[config.mk]
export PLATFORM = sky130hd
export DESIGN_NAME = eff_addr_gen
export DESIGN_NICKNAME = d
export VERILOG_FILES = /design/src/rtl/eau_pkg.sv /design/src/rtl/eau_index_add.sv /design/src/rtl/eau_branch_calc.sv /design/src/rtl/eff_addr_gen.sv
export SDC_FILE = /design/constraint.sdc
export NUM_CORES = 1
export LEC_CHECK = 0
export BUFFER_PORTS_ARGS = -buffer_cell sky130_fd_sc_hd__buf_2
export CAP_MARGIN = 20
export CORE_ASPECT_RATIO = 1.75
export CORE_MARGIN = 3
export CORE_UTILIZATION = 60
export DETAILED_ROUTE_END_ITERATION = 6
export PLACE_DENSITY_LB_ADDON = 0.12
export SLEW_MARGIN = 0
export SYNTH_ARGS = -nofsm -noshare
export SYNTH_HDL_FRONTEND = slang
export SYNTH_SLANG_ARGS = --single-unit
[constraint.sdc]
create_clock -name clk -period 7.4 [get_ports clk]
set_input_delay 0.74 -clock clk [delete_from_list [all_inputs] [get_ports clk]]
set_output_delay 0.74 -clock clk [all_outputs]
set_load 0.05 [all_outputs]
[src/rtl/eau_pkg.sv]
package eau_pkg;

    localparam int MODE_W = 4;

    typedef enum logic [MODE_W-1:0] {
        AM_IMM  = 4'd0,
        AM_ZP   = 4'd1,
        AM_ZPX  = 4'd2,
        AM_ZPY  = 4'd3,
        AM_ABS  = 4'd4,
        AM_ABSX = 4'd5,
        AM_ABSY = 4'd6,
        AM_INDX = 4'd7,
        AM_INDY = 4'd8,
        AM_REL  = 4'd9
    } amode_e;

    typedef enum logic [3:0] {
        S_IDLE,
        S_OPND,
        S_OPND2,
        S_ZPCAP,
        S_PTR_LO,
        S_PTR_HI,
        S_INDEX,
        S_DUMMY,
        S_BRANCH,
        S_DONE
    } ast_e;

endpackage

[src/rtl/eau_index_add.sv]
module eau_index_add #(
    parameter int DW = 8,
    localparam int AW = 2 * DW
) (
    input  logic [AW-1:0] base,
    input  logic [DW-1:0] idx,
    output logic [AW-1:0] sum,
    output logic          crossed,
    output logic [AW-1:0] unfixed,
    output logic [AW-1:0] flipped
);
    localparam logic [AW-1:0] PAGE_BIT = AW'(1) << DW;

    always_comb begin
        sum     = base + {{DW{1'b0}}, idx};
        crossed = (sum[AW-1:DW] != base[AW-1:DW]);
        unfixed = {base[AW-1:DW], sum[DW-1:0]};
        flipped = sum ^ PAGE_BIT;
    end
endmodule

[src/rtl/eau_branch_calc.sv]
module eau_branch_calc #(
    parameter int DW = 8,
    localparam int AW = 2 * DW
) (
    input  logic [AW-1:0] pc_next,
    input  logic [DW-1:0] disp,
    output logic [AW-1:0] target,
    output logic          page_chg
);
    always_comb begin
        target   = pc_next + {{DW{disp[DW-1]}}, disp};
        page_chg = (target[AW-1:DW] != pc_next[AW-1:DW]);
    end
endmodule

[src/rtl/eff_addr_gen.sv]
module eff_addr_gen
    import eau_pkg::*;
#(
    parameter int DATA_W = 8,
    localparam int AW = 2 * DATA_W
) (
    input  logic              clk,
    input  logic              rst_n,
    input  logic              start,
    input  logic [MODE_W-1:0] mode,
    input  logic              acc_wr,
    input  logic              br_taken,
    input  logic [DATA_W-1:0] idx_x,
    input  logic [DATA_W-1:0] idx_y,
    input  logic [AW-1:0]     pc_in,
    input  logic [DATA_W-1:0] mem_rdata,
    output logic              mem_rd,
    output logic [AW-1:0]     mem_addr,
    output logic [AW-1:0]     pc_out,
    output logic [AW-1:0]     ea,
    output logic              done,
    output logic [1:0]        extra_cycles,
    output logic              dummy_valid,
    output logic [AW-1:0]     dummy_addr
);
    localparam logic [DATA_W-1:0] ZERO_B = '0;

    ast_e              st_q, st_n;
    amode_e            mode_q, mode_n;
    logic              wr_q, wr_n, tk_q, tk_n;
    logic [DATA_W-1:0] x_q, x_n, y_q, y_n;
    logic [DATA_W-1:0] lo_q, lo_n, ptr_q, ptr_n;
    logic [AW-1:0]     pc_q, pc_n, ea_q, ea_n, dum_q, dum_n;
    logic [1:0]        xtra_q, xtra_n;

    logic [DATA_W-1:0] zp_idx, ix_idx, ptr_now;
    logic              is_indexed, start_imm;
    logic [AW-1:0]     ix_sum, ix_unfixed, ix_flipped, br_target;
    logic              ix_cross, br_page;

    always_comb begin
        unique case (mode_q)
            AM_ZPX:  zp_idx = x_q;
            AM_ZPY:  zp_idx = y_q;
            default: zp_idx = ZERO_B;
        endcase
        unique case (mode_q)
            AM_ABSX:         ix_idx = x_q;
            AM_ABSY, AM_INDY: ix_idx = y_q;
            default:         ix_idx = ZERO_B;
        endcase
        is_indexed = (mode_q == AM_ABSX) || (mode_q == AM_ABSY) || (mode_q == AM_INDY);
        ptr_now    = (mode_q == AM_INDX) ? mem_rdata + x_q : mem_rdata;
        start_imm  = (mode == MODE_W'(AM_IMM)) || (mode > MODE_W'(AM_REL));
    end

    eau_index_add #(.DW(DATA_W)) u_idx (
        .base    ({mem_rdata, lo_q}),
        .idx     (ix_idx),
        .sum     (ix_sum),
        .crossed (ix_cross),
        .unfixed (ix_unfixed),
        .flipped (ix_flipped)
    );

    eau_branch_calc #(.DW(DATA_W)) u_br (
        .pc_next  (pc_q),
        .disp     (mem_rdata),
        .target   (br_target),
        .page_chg (br_page)
    );

    // next-state and datapath
    always_comb begin
        st_n   = st_q;
        mode_n = mode_q;
        wr_n   = wr_q;
        tk_n   = tk_q;
        x_n    = x_q;
        y_n    = y_q;
        lo_n   = lo_q;
        ptr_n  = ptr_q;
        pc_n   = pc_q;
        ea_n   = ea_q;
        dum_n  = dum_q;
        xtra_n = xtra_q;
        unique case (st_q)
            S_IDLE: begin
                if (start) begin
                    wr_n   = acc_wr;
                    tk_n   = br_taken;
                    x_n    = idx_x;
                    y_n    = idx_y;
                    xtra_n = 2'd0;
                    if (start_imm) begin
                        mode_n = AM_IMM;
                        ea_n   = pc_in;
                        pc_n   = pc_in + AW'(1);
                        st_n   = S_DONE;
                    end else begin
                        mode_n = amode_e'(mode);
                        pc_n   = pc_in;
                        st_n   = S_OPND;
                    end
                end
            end
            S_OPND: begin
                pc_n = pc_q + AW'(1);
                unique case (mode_q)
                    AM_ABS, AM_ABSX, AM_ABSY: st_n = S_OPND2;
                    AM_ZP, AM_ZPX, AM_ZPY:    st_n = S_ZPCAP;
                    AM_INDX, AM_INDY:         st_n = S_PTR_LO;
                    AM_REL:                   st_n = S_BRANCH;
                    default:                  st_n = S_DONE;
                endcase
            end
            S_ZPCAP: begin
                ea_n = {ZERO_B, mem_rdata + zp_idx};
                st_n = S_DONE;
            end
            S_OPND2: begin
                lo_n = mem_rdata;
                pc_n = pc_q + AW'(1);
                st_n = S_INDEX;
            end
            S_PTR_LO: begin
                ptr_n = ptr_now + DATA_W'(1);
                st_n  = S_PTR_HI;
            end
            S_PTR_HI: begin
                lo_n = mem_rdata;
                st_n = S_INDEX;
            end
            S_INDEX: begin
                ea_n = ix_sum;
                st_n = S_DONE;
                if (is_indexed) begin
                    if (wr_q) begin
                        dum_n = ix_unfixed;
                        st_n  = S_DUMMY;
                    end else if (ix_cross) begin
                        dum_n  = ix_flipped;
                        xtra_n = 2'd1;
                        st_n   = S_DUMMY;
                    end
                end
            end
            S_DUMMY: st_n = S_DONE;
            S_BRANCH: begin
                if (tk_q) begin
                    ea_n   = br_target;
                    pc_n   = br_target;
                    xtra_n = br_page ? 2'd2 : 2'd1;
                end else begin
                    ea_n = pc_q;
                end
                st_n = S_DONE;
            end
            S_DONE: st_n = S_IDLE;
            default: st_n = S_IDLE;
        endcase
    end

    // state register
    always_ff @(posedge clk or negedge rst_n) begin
        if (!rst_n) begin
            st_q   <= S_IDLE;
            mode_q <= AM_IMM;
            wr_q   <= 1'b0;
            tk_q   <= 1'b0;
            x_q    <= '0;
            y_q    <= '0;
            lo_q   <= '0;
            ptr_q  <= '0;
            pc_q   <= '0;
            ea_q   <= '0;
            dum_q  <= '0;
            xtra_q <= 2'd0;
        end else begin
            st_q   <= st_n;
            mode_q <= mode_n;
            wr_q   <= wr_n;
            tk_q   <= tk_n;
            x_q    <= x_n;
            y_q    <= y_n;
            lo_q   <= lo_n;
            ptr_q  <= ptr_n;
            pc_q   <= pc_n;
            ea_q   <= ea_n;
            dum_q  <= dum_n;
            xtra_q <= xtra_n;
        end
    end

    // outputs
    always_comb begin
        mem_rd      = 1'b0;
        mem_addr    = pc_q;
        dummy_valid = 1'b0;
        unique case (st_q)
            S_OPND, S_OPND2: mem_rd = 1'b1;
            S_PTR_LO: begin
                mem_rd   = 1'b1;
                mem_addr = {ZERO_B, ptr_now};
            end
            S_PTR_HI: begin
                mem_rd   = 1'b1;
                mem_addr = {ZERO_B, ptr_q};
            end
            S_DUMMY: begin
                mem_rd      = 1'b1;
                mem_addr    = dum_q;
                dummy_valid = 1'b1;
            end
            default: ;
        endcase
        done         = (st_q == S_DONE);
        pc_out       = pc_q;
        ea           = ea_q;
        extra_cycles = xtra_q;
        dummy_addr   = dum_q;
    end
endmodule

==> summary.md, run 1 <==
The flow ran to the end, and the final reports show no timing, DRC or antenna violations. The logs give 0.35 ns for the later-pin clock latency in the skew report and 0.0144 mm^2 for the die area. In this run the critical register-to-register path is launched from mode_q[0]$_DFFE_PN0P_. The final wirelength was 25.0 mm; the cell area reported after detailed placement was 0.00843 mm^2. The main flop type after synthesis is dfrtp_1. Dividing the detail-routed wire length by the instance count gives 20.7 um.

Summed over all nets, the switching power comes to 2.48 mW. The floorplan has 54 rows. The reg-to-reg endpoint was st_q[1]$_DFFE_PN0P_. The depth of the most critical reg-to-reg path is 11. The category of the most critical setup path is in2out. Tracing the worst setup path back leads to its startpoint at mem_rdata[1]. The cell type of the slowest stage on the worst timing path is a221oi_1. In this run, synthesis inferred 0 flip-flops with an integrated enable. At the pin with the least slew margin, the transition time is 1.05 ns.

The worst path uses 57.6% of the clock period. Fraction of power spent switching nets: 56.0%. The path class of the lowest-slack min-delay path is in2async.

Setup repair after global routing left no endpoint under its margin. The number of filler instances in the final layout is 1,121, and the global placement routability congestion is 0.988. The width of the die was 92.1 um. Compared with the post-synthesis result, the final layout area differs by 12.1%. When the netlist entered floorplanning its net count stood at 1,048.

STA classifies the critical path startpoint as a primary input. The Yosys step of the flow raised 0 warnings. After synthesis, flip-flops and latches occupy 29.6% of the total area.

The area taken by multi-input logic gates came out at 0.00515 mm^2. The number of iterations in the first detailed-routing pass is 5, and the number of cells upsized or downsized after cts is 0. The average instance in the mapped netlist occupies 8.15 um^2. The post-cts hold buffer count is 0. Across the VDD grid, the largest voltage drop is 308 uV. The number of violations of the max-capacitance limit came out at 0.

For this run, the top clock speed supported by timing is 235 MHz. The setup total negative slack was 0 ns. The tools report the capturing instance or port of the critical path as mem_addr[7].

Remaining global-route overflow: 0. The share of total power dissipated in the clock network is 10.0%. Setup slack closes at 3.14 ns. The count of endpoints failing hold in the final timing report was 0. The total power draw is 4.43 mW, and the buffer depth of the longest clock path is 2.

Across all register-to-register paths, the minimum setup slack is 3.16 ns. The tools report the CTS root buffer as clkbuf_16. TritonCTS built the clock tree. Clock-pin slew was measured on the worst setup and hold paths at 0.07 ns. HPWL reported at the end of detailed placement: 19.2 mm.

On the worst path, the slowest cell contributes a delay of 0.38 ns. The average via count per standard cell was 6.34. For this design, the sink count on the clock tree is 92. Data on the critical path is required at its endpoint by 6.66 ns. Along the worst path, the maximum fanout reaches 11. Counting I/O delays and the setup requirement, the final critical path takes 4.26 ns. Traced cell by cell, the critical path runs through buf_2 -> ha_1 -> a21o_1 -> a211oi_1 -> o21ai_0 -> o211ai_1 -> xor2_1 -> nor2_1 -> xor2_1 -> mux2i_1 -> a221oi_1 -> buf_2.

nand2_1 is the most common cell in the netlist. The tools report the minimum setup slack after placement as 3.19 ns. The worst setup path is captured at a primary output. Sorting the synthesized cells by area gives the leading types as dfrtp_1 (30%), ha_1 (6.4%), xnor2_1 (5.5%). Entering global routing, the biggest net connects 64 pins. The post-route netlist has 16.8% of its cells at a drive strength greater than 1. For this configuration, the core starts out at a cell density of 61.9%. The die height is 157 um. The cell accounting for the most synthesized area is dfrtp_1. Of all flip-flops after synthesis, the portion carrying an async set or reset was 100%. Number of flip-flops and latches in the synthesized netlist: 92.

Dividing total power by cell area gives a power density of 508 mW/mm^2. The global-route total usage across every layer was 34.9%. The count of port buffers added during placement is 117. The netlist uses 66 different library cells. The tools report the number of diodes as 0. The final worst clock skew is 0.00985 ns, and the standard cell core area is 0.0126 mm^2.

Pin placement for this block handled 118 I/O pins. Combinational cells account for 65.9% of the total power. The top-area cell type share of the netlist area is 29.6%, and the portion of total power attributed to sequential cells is 24.1%. The final route contains 7,678 vias. The logs give 29.3% for the remaining max-slew budget at the tightest pin and 0 for the initial antenna violation count. The tools report the first-pass GRT wire length as 38.5 mm. The tools report the remaining antenna violation count as 0.

Number of buffers inserted to repair setup after CTS: 0. After routing the design area is 0.00872 mm^2. The leakage power of the design is 4.00 nW. Data on the critical path arrives at its endpoint at 3.52 ns.

The logs give 0 for the number of remaining DRC errors and 1.95 mW for the internal portion of total power. Number of slew-limit violations in the final report: 0. Setup violations remaining at the end of the flow were counted as 0. Cell count after synthesis: 955.

For this block, the initial DRC count from the detailed router was 574. Counting the buffers created by CTS gives 9. The clock tree synthesis step divided the H-tree into 3 levels.

The sequential cells in the finished layout cover a total of 0.00230 mm^2. The logs give 7,470 for the via count of the first global-routing pass and 0.00778 mm^2 for the summed instance area of the synthesized netlist. After synthesis, the most frequently instantiated cells are nand2_1 (106), nor2_1 (102), dfrtp_1 (92). The net count of the finished layout is 1,131.
-- logic make-up after synthesis --
| family | count (synthesis) | synth area share [%] |
|---|---|---|
| simple gates | 309 | 17.6 |
| compound gates | 277 | 22.8 |
| flops | 92 | 29.6 |
| buf+inv | 87 | 4.26 |
| xor+xnor | 78 | 8.96 |
| mux | 68 | 9.39 |
| fa+ha+maj | 44 | 7.46 |
-- placed cells by master, fill, tap and decap left out, types with 5 or more instances in the layout --
cell,netlist,layout
buf_2,4,116
inv_1,33,33
xnor2_1,49,49
nor2b_1,7,7
and2_1,7,7
dfrtp_1,92,92
o21ai_0,69,69
nand2_1,106,106
nor3_1,21,21
a221oi_1,14,14
o211ai_1,6,6
a21oi_1,62,62
mux2_1,15,15
clkbuf_16,0,9
a21o_1,16,16
ha_1,40,40
o21ai_1,22,21
buf_4,0,8
nand2b_1,6,6
and3_1,10,10
xor2_1,28,28
nand3_1,29,29
nand4_1,5,5
nor2_1,102,102
a22oi_1,15,15
o22ai_1,9,9
mux2_2,25,25
a31oi_1,11,11
mux2i_1,28,28
a211oi_1,9,9
o21bai_1,6,6
-- layout make-up --
type	instances	area share, %
multi-input cells	776	59.1
flip-flops and latches	92	26.4
repair buffers	125	7.51
clock buffers	10	2.62
well taps	168	2.41
inverters	34	1.46
clock inverters	6	0.545
-- per-stage QoR --
stage                     hold WS (ns)  utilization (%)  std cells
final                            0.313             69.4       1211
after global routing             0.328             69.4       1211
after CTS                        0.316             69.3       1210
after detailed placement         0.472             67.1       1194
after global placement           0.464             67.1       1194
after floorplan                  0.444                -        955
-- power groups by stage --
stage	combinational, mW	clock (mW)	sequential, mW
floorplan	1.92	0	1.27
global placement	2.83	0	1.06
detailed placement	2.87	0	1.06
CTS	2.88	0.448	1.05
global route	3.14	0.464	1.09
finish	2.92	0.444	1.07
-- state kept, by name, summed over array words and instances, names as in the netlist, 2 cells and up --
name / cells
dummy_addr: 16
ea: 16
extra_cycles: 2
lo_q: 8
mode_q: 4
pc_out: 16
ptr_q: 8
st_q: 4
x_q: 8
y_q: 8
-- worst max-delay path: cells and delay by family --
| family | cells | cell delay [ns] |
|---|---|---|
| xor+xnor | 2 | 0.42 |
| mux | 1 | 0.12 |
| simple gates | 1 | 0.07 |
| compound gates | 5 | 1.24 |
| fa+ha+maj | 1 | 0.29 |
| buf+inv | 2 | 0.64 |
-- routing by layer --
| layer | routed length [um] | up-vias | part of all wire (%) | track usage, % |
|---|---|---|---|---|
| met3 | 1470 | 166 | 5.9 | 5.29 |
| met4 | 2670 | 0 | 11 | 32.2 |
| met2 | 12600 | 370 | 50 | 60.8 |
| met1 | 8310 | 3558 | 33 | 35.1 |
| li1 | - | 3584 | - | - |
| met5 | 0 | - | 0 | 0 |
-- worst min-delay path by stage --
stage | endpoint | depth (start not counted) | from | slack [ns]
detailed placement | ptr_q[5]$_DFFE_PN0P_ | 2 | ptr_q[5]$_DFFE_PN0P_ | 0.47
CTS | dummy_addr[3]$_DFFE_PN0P_ | 1 | rst_n | 0.32
global placement | ptr_q[0]$_DFFE_PN0P_ | 2 | ptr_q[0]$_DFFE_PN0P_ | 0.46
global route | ptr_q[4]$_DFFE_PN0P_ | 1 | rst_n | 0.33
floorplan | dummy_addr[0]$_DFFE_PN0P_ | 0 | rst_n | 0.44
finish | dummy_addr[14]$_DFFE_PN0P_ | 1 | rst_n | 0.31
Note: power is estimated with default switching activity, not from simulation.
==> run 2, diff against run 1 <==
Settings changed: CORE_UTILIZATION 60 to 53.
Clock period 7.4 ns to 3.45 ns, I/O delays scaled along.
==> run 2 against run 1 <==
Critical path depth grew 3. Utilization decreased by 5.0 points. Clock-buffer cell count is the same. First-iteration DRC count rose by 3.8%.
==> summary.md, run 2 (same netlist as run 1, synthesis figures left out) <==
The worst setup path is captured at a flop. Entering global routing, the biggest net connects 93 pins. Data on the critical path is required at its endpoint by 3.67 ns. For this run, design rule violations remaining after detail routing come to 0. The cell area reported after detailed placement was 0.00880 mm^2. The total overflow left after global routing is 0. Counting the buffers created by CTS gives 9. Clock-pin slew was measured on the worst setup and hold paths at 0.07 ns. Along the worst path, the maximum fanout reaches 5. The setup check on the worst reg-to-reg path leaves a slack of 0.19 ns.

The worst setup path is launched from a flop. The remaining max-slew budget at the tightest pin came out at 26.4%. In this run, the number of DRC markers left after iteration 0 of detailed routing was 596. Overall power consumption after layout is estimated at 10.2 mW. The final worst clock skew is 0.0121 ns, and the die area is 0.0162 mm^2. Relative to the synthesized area, the layout overhead comes to 18.9%. CTS built an H-tree with a depth of 3.

For the number of diodes, the log shows 0. In this run the worst hold path is classified as in2async. The floorplan step set the die height to 166 um. The initial utilization of the core area, before any placement, comes to 54.2%. For this run, the post-layout net count is 1,179. The CTS root buffer was clkbuf_16.

The number of slew-limit violations in the final report came out at 0. For this block, the routed nets add up to 27.7 mm of wire. Of the cells placed in the final design, the portion with a size suffix greater than 1 is 22.3%. Global routing used 34.1% of the available tracks across all layers. The routed length per instance is 21.8 um, and the minimum setup slack after placement is 0.0634 ns. TritonCTS built the clock tree. The flow ran to the end, and the final reports show no timing, DRC or antenna violations. The count of nets left with antenna violations once routing finished came out at 0.

The run gives 118 as the I/O pin count. On the worst path, the slowest cell contributes a delay of 0.45 ns. By startpoint and endpoint, the worst setup path is classified as reg2reg.

The end-of-flow core utilization is 64.4%. The run gives 0.0144 mm^2 as the standard cell core area. The average via count per standard cell is 6.24, and the TritonCTS sink count is 92. The final critical delay including setup and external delays was 3.26 ns. The run gives 0 as the count of endpoints failing hold in the final timing report. The later-pin clock latency in the skew report was 0.35 ns. The buffer depth of the longest clock path was 2; the transition time of the tightest slew-check pin was 1.10 ns. The cell family contributing the most delay on the critical path is simple AND/OR/NAND/NOR gates.

After layout, the worst setup slack is 0.191 ns. The initial antenna violation count is 0. The number of filler instances in the final layout is 1,304, and the buffer and inverter count on the worst path is 2. At the worst endpoint, the arrival time is 3.48 ns.

The cell type of the slowest stage on the worst timing path was or3_1. The HPWL reported at the end of detailed placement was 21.7 mm; the power density of the placed cells was 1100 mW/mm^2. Input and output buffers added on the ports amount to 117. The tool flagged a number of max-cap violations equal to 0. The first-pass GRT wire length was 42.7 mm.

At the end of routability-driven placement, the weighted congestion stood at 1.04. For the final routed database, the setup TNS stands at 0 ns. The library cell used most frequently in the layout, excluding fill and tap cells, is buf_2. In the finished design, the share of the clock period the worst path needs comes to 94.5%.

The maximum clock frequency is 307 MHz, and the row count is 58. With fillers left out, the area of the finished cells amounts to 0.00925 mm^2. The via count of the first global-routing pass was 7,877. Traced cell by cell, the critical path runs through nor2b_1 -> and2_2 -> buf_4 -> a22oi_1 -> o21ai_0 -> ha_1 -> nor3_1 -> nor2_1 -> nand2_1 -> o21a_1 -> buf_4 -> or3_1 -> xnor2_2 -> a22oi_1 -> a31oi_1.

The final route contains 7,932 vias. VDD sags by at most 616 uV. The top cell types in the final layout, fill and taps aside, are buf_2 (114), nand2_1 (106), nor2_1 (99).

The leakage power of the design is 4.29 nW. For this run, the detailed router's first-pass iteration total came to 6. The width of the die is 97.6 um, and the count of endpoints failing setup in the final report is 0.
-- run 2: changes by cell type in the layout (fill, tap and decap cells not counted), moves of 3 or more --
cell      change
a221oi_1      -3
nor2_1        -3
a21oi_2       +3
buf_4        +47
a221oi_2      +3
a21oi_1       -3
-- run 2: final cells by class --
type	instances	area, um^2	area share [%]
flip-flops and latches	92	2300	24.9
multi-input cells	776	5240	56.6
well taps	180	225	2.43
clock buffers	10	229	2.48
clock inverters	6	96.3	1.04
inverters	34	128	1.38
repair buffers	173	1030	11.2
-- run 2: worst reg2reg max path: cells and delay by family, from the launching register on --
kind	cells	cell delay, ns
adder cells (fa/ha/maj)	1	0.38
AND/OR/NAND/NOR	6	1.15
flip-flops	1	0.38
AO/OA/AOI/OAI	5	0.74
buffers and inverters	2	0.31
XOR/XNOR	1	0.18
-- run 2: path summary, 6_finish.rpt --
check / start / endpoint / cells past startpoint
min reg2reg: ptr_q[5]$_DFFE_PN0P_ / ptr_q[5]$_DFFE_PN0P_ / 2
min in group clk: idx_y[6] / y_q[6]$_DFFE_PN0P_ / 2
min: rst_n / ea[11]$_DFFE_PN0P_ / 2
max: mode_q[2]$_DFFE_PN0P_ / ea[13]$_DFFE_PN0P_ / 15
max in group asynchronous: rst_n / st_q[1]$_DFFE_PN0P_ / 2
max reg2reg: mode_q[2]$_DFFE_PN0P_ / ea[13]$_DFFE_PN0P_ / 15
-- run 2: metrics by stage --
| step | hold slack, ns | cells |
|---|---|---|
| after floorplan | 0.0494 | 955 |
| after global placement | 0.433 | 1249 |
| after detailed placement | 0.439 | 1249 |
| after CTS | 0.0653 | 1265 |
| after global routing | 0.0664 | 1271 |
| final | 0.0253 | 1271 |
-- run 2: repair_timing --
item                                    in CTS  in global routing
pin swaps                                    0                 11
buffers inserted                             0                  4
endpoints found under the setup margin       2                 26
gates resized for setup                      2                 23
hold buffers                                 0                  0
-- run 2: where the power goes --
| part | switching [mW] | leakage (nW) | total [mW] | internal, mW |
|---|---|---|---|---|
| Sequential | 0.554 | 1.12 | 2.12 | 1.57 |
| Combinational | 4.56 | 3.01 | 6.95 | 2.39 |
| Clock | 0.461 | 0.155 | 1.11 | 0.645 |
-- run 2: metal layers --
layer / up-vias / part of all wire (%) / wire length (um) / global-route usage [%]
li1: 3684 / - / - / -
met1: 3729 / 33 / 9130 / 34.1
met2: 360 / 51 / 14300 / 60.6
met3: 159 / 4.8 / 1320 / 4.96
met4: 0 / 11 / 3000 / 29.3
met5: - / 0 / 0 / 0
==> run 3, diff against run 2 <==
--- a/constraint.sdc
+++ b/constraint.sdc
@@ -3,2 +3,2 @@
 set_output_delay 0.345 -clock clk [all_outputs]
-set_load 0.05 [all_outputs]
+set_load 0.02 [all_outputs]
==> run 3 against run 2 <==
Non-clock buffer count unchanged. Worst hold slack worse by 0.041 ns. Sequential power down 3%. Clock-buffer cell count unchanged. Critical path depth down 4. Final cell count unchanged. Power down 9.5%. Register-to-register slack about the same. Worst setup slack worse by 0.0065 ns. The run now ends with hold timing left. Utilization down 0.17 points. Sequential cell count unchanged.
==> summary.md, run 3 (same netlist as run 1, synthesis figures left out) <==
Category of cells accounting for the largest share of critical-path delay: compound AO/OA/AOI/OAI gates. The cell area reported after detailed placement was 0.00883 mm^2. Across every metal layer, demand over resource in global routing totals 33.9%. After clock tree synthesis, the clock-pin slew on the worst setup and hold paths is 0.08 ns. The first routing iteration left 453 violations. Counting the fill cells in the layout gives 1,334. 118 I/O pins were placed.

The buffer and inverter count on the worst path was 1; the deepest level of the CTS H-tree was 3. Detailed placement ended at an HPWL of 22.0 mm. The slowest stage of the critical path belongs to the cell dfrtp_1. Area taken by multi-input logic gates: 0.00524 mm^2.

The post-route clock period utilization came out at 94.7%. The min-delay analysis places its worst path in the category in2async. The final hold slack came out at -0.0158 ns. The transition time of the tightest slew-check pin came out at 1.18 ns.

The routed design uses 14.3 mm of met2 wire. Signal routing reaches up to met4. The sum of routed wire segments on met1 is 9.45 mm, and the number of diodes is 0. The tools report the final worst clock skew as 0.0102 ns.

Average via count per standard cell: 6.20. In this run the tool buffered the top-level ports with 117 buffer cells. The startpoint type of the worst setup path is a flop. In this run the remaining antenna-violating nets after routing total 0. The analysis attributes to cell leakage a power of 4.28 nW.

The setup total negative slack was 0 ns. For this design the ratio of total power to cell area is 999 mW/mm^2. The worst setup path is of the reg2out kind.

The worst supply voltage drop on vdd is 533 uV, and the post-cts hold buffer count is 0. For the TritonCTS sink count, the log shows 92. After the last flow step, the layout net total stands at 1,179.

Setup violations remaining at the end of the flow were counted as 0. The largest single stage delay on the critical path is 0.44 ns. The routed design could run at a clock period as short as 3.27 ns. Area of all placed cells without fillers: 0.00923 mm^2. TritonCTS built the clock tree.

In the layout the commonest cells are buf_2 (116), nand2_1 (106), nor2_1 (99). Along the worst path, the maximum fanout reaches 5. For the worst flop-to-flop path, the logic depth is 14.

The maximum clock frequency was 306 MHz. The cell occurring most often along the worst timing path is xor2_1. Setup repair after global routing left no endpoint under its margin. The floorplan step set the die width to 97.6 um. The die height came out at 166 um.

The logs give 7,911 for the via count of the first global-routing pass and 27.6 mm for the final wirelength. The first detailed-routing pass ran for 6 iterations. The first global-routing pass estimated 42.6 mm of wire.

The number of clock buffers added by TritonCTS is 9. The die covers 0.0162 mm^2. The initialized floorplan defines 58 standard-cell rows.

The tool flagged a number of max-cap violations equal to 0. The most frequent standard cell in the layout excluding fill and tap cells was buf_2. For the initial antenna violation count, the log shows 0.

In this run the critical register-to-register path is launched from mode_q[2]$_DFFE_PN0P_. The tools report the buffer depth of the longest clock path as 2. In the routed design, unresolved DRC markers number 0. The tools report the global placement routability congestion as 1.05. The endpoint identified for the worst register-to-register timing path is ea[10]$_DFFE_PN0P_. Traced cell by cell, the critical path runs through ha_1 -> a21o_1 -> a211oi_2 -> o21ai_0 -> o211ai_1 -> xor2_1 -> nor2_1 -> xor2_1 -> mux2i_1 -> a221oi_2 -> buf_2. The share of final-layout standard cells stronger than drive strength 1 works out to 22.4%. The run gives 0.35 ns as the later-pin clock latency in the skew report. The number of slew-limit violations in the final report was 0. CTS root buffer: clkbuf_16. After detailed routing, the average wire length per cell comes to 21.7 um. For the count of endpoints failing hold in the final timing report, the log shows 8. The standard cell core area was 0.0144 mm^2. The flow ran to the end, but the final reports show violations. The worst register-to-register path has a setup slack of 0.19 ns.

Summed over all layers, the global routing overflow is 0. The pin count of the biggest net entering global routing came out at 50. The final reports fail on hold timing. The routed layout has 7,883 vias.

In the detailed route, the total length drawn on met3 is 1.03 mm. The relative area change from synthesis to final layout was 18.5%; the effective utilization at floorplan was 54.2%. The tools report the critical path capture point type as a primary output.

For the sequential cell area, the log shows 0.00230 mm^2. The remaining max-slew budget at the tightest pin was 21.3%; the data arrival time of the worst path was 2.92 ns. The tools report the required time of the critical path as 3.11 ns.
## run 3: through the flow
step                      hold WS [ns]  std cells  total power, mW  worst slack (ns)  util, %
after floorplan                 0.0494        955             6.01            0.0779        -
after global placement           0.378       1253             7.99             0.121     61.4
after detailed placement         0.378       1253             8.07            0.0304     61.4
after CTS                      0.00446       1269             9.08            0.0175     63.5
after global routing            0.0191       1271             9.82           0.00505     64.2
final                          -0.0158       1271             9.21             0.185     64.2
## run 3: final cells by class
cell class                 instances  area share [%]
clock buffer                      10            2.59
clock inverter                     6           0.597
inverter                          34            1.38
multi-input combinational        776            56.8
sequential                        92            25.0
tap                              180            2.44
timing repair buffer             173            11.2
## run 3: worst max-delay path by stage
| stage | cells after the start | slack [ns] | from | endpoint |
|---|---|---|---|---|
| 6_report | 11 | 0.18 | x_q[1]$_DFFE_PN0P_ | mem_addr[7] |
| 4_1_cts | 11 | 0.02 | x_q[0]$_DFFE_PN0P_ | mem_addr[6] |
| 2_1_floorplan | 15 | 0.08 | mode_q[2]$_DFFE_PN0P_ | st_q[2]$_DFFE_PN0P_ |
| 3_5_place_dp | 14 | 0.03 | mode_q[2]$_DFFE_PN0P_ | ea[10]$_DFFE_PN0P_ |
| 3_3_place_gp | 12 | 0.12 | mem_rdata[1] | extra_cycles[1]$_DFFE_PN0P_ |
| 5_1_grt | 15 | 0.005 | mode_q[2]$_DFFE_PN0P_ | ea[13]$_DFFE_PN0P_ |
## run 3: repair_timing
item | CTS | global route
buffers inserted | 0 | 2
gates resized for setup | 0 | 24
setup endpoints to repair | 0 | 27
## run 3: power by group
group	switching, mW	internal [mW]
Combinational	3.77	2.38
Sequential	0.494	1.57
Clock	0.477	0.525
Total	4.74	4.47
## run 3: worst register-to-register path, delay by kind of cell, from the launching register on
family	cells	cell delay [ns]
adder cells (fa/ha/maj)	2	0.56
buffers and inverters	1	0.21
flip-flops	1	0.41
XOR/XNOR	1	0.14
AO/OA/AOI/OAI	7	1.33
AND/OR/NAND/NOR	3	0.48
## run 3: metal layers
metal | vias up | global-route usage, %
met2 | 292 | 60.2
met4 | 0 | 29.6
met5 | - | 0
li1 | 3694 | -
met3 | 140 | 3.57
met1 | 3757 | 34.4
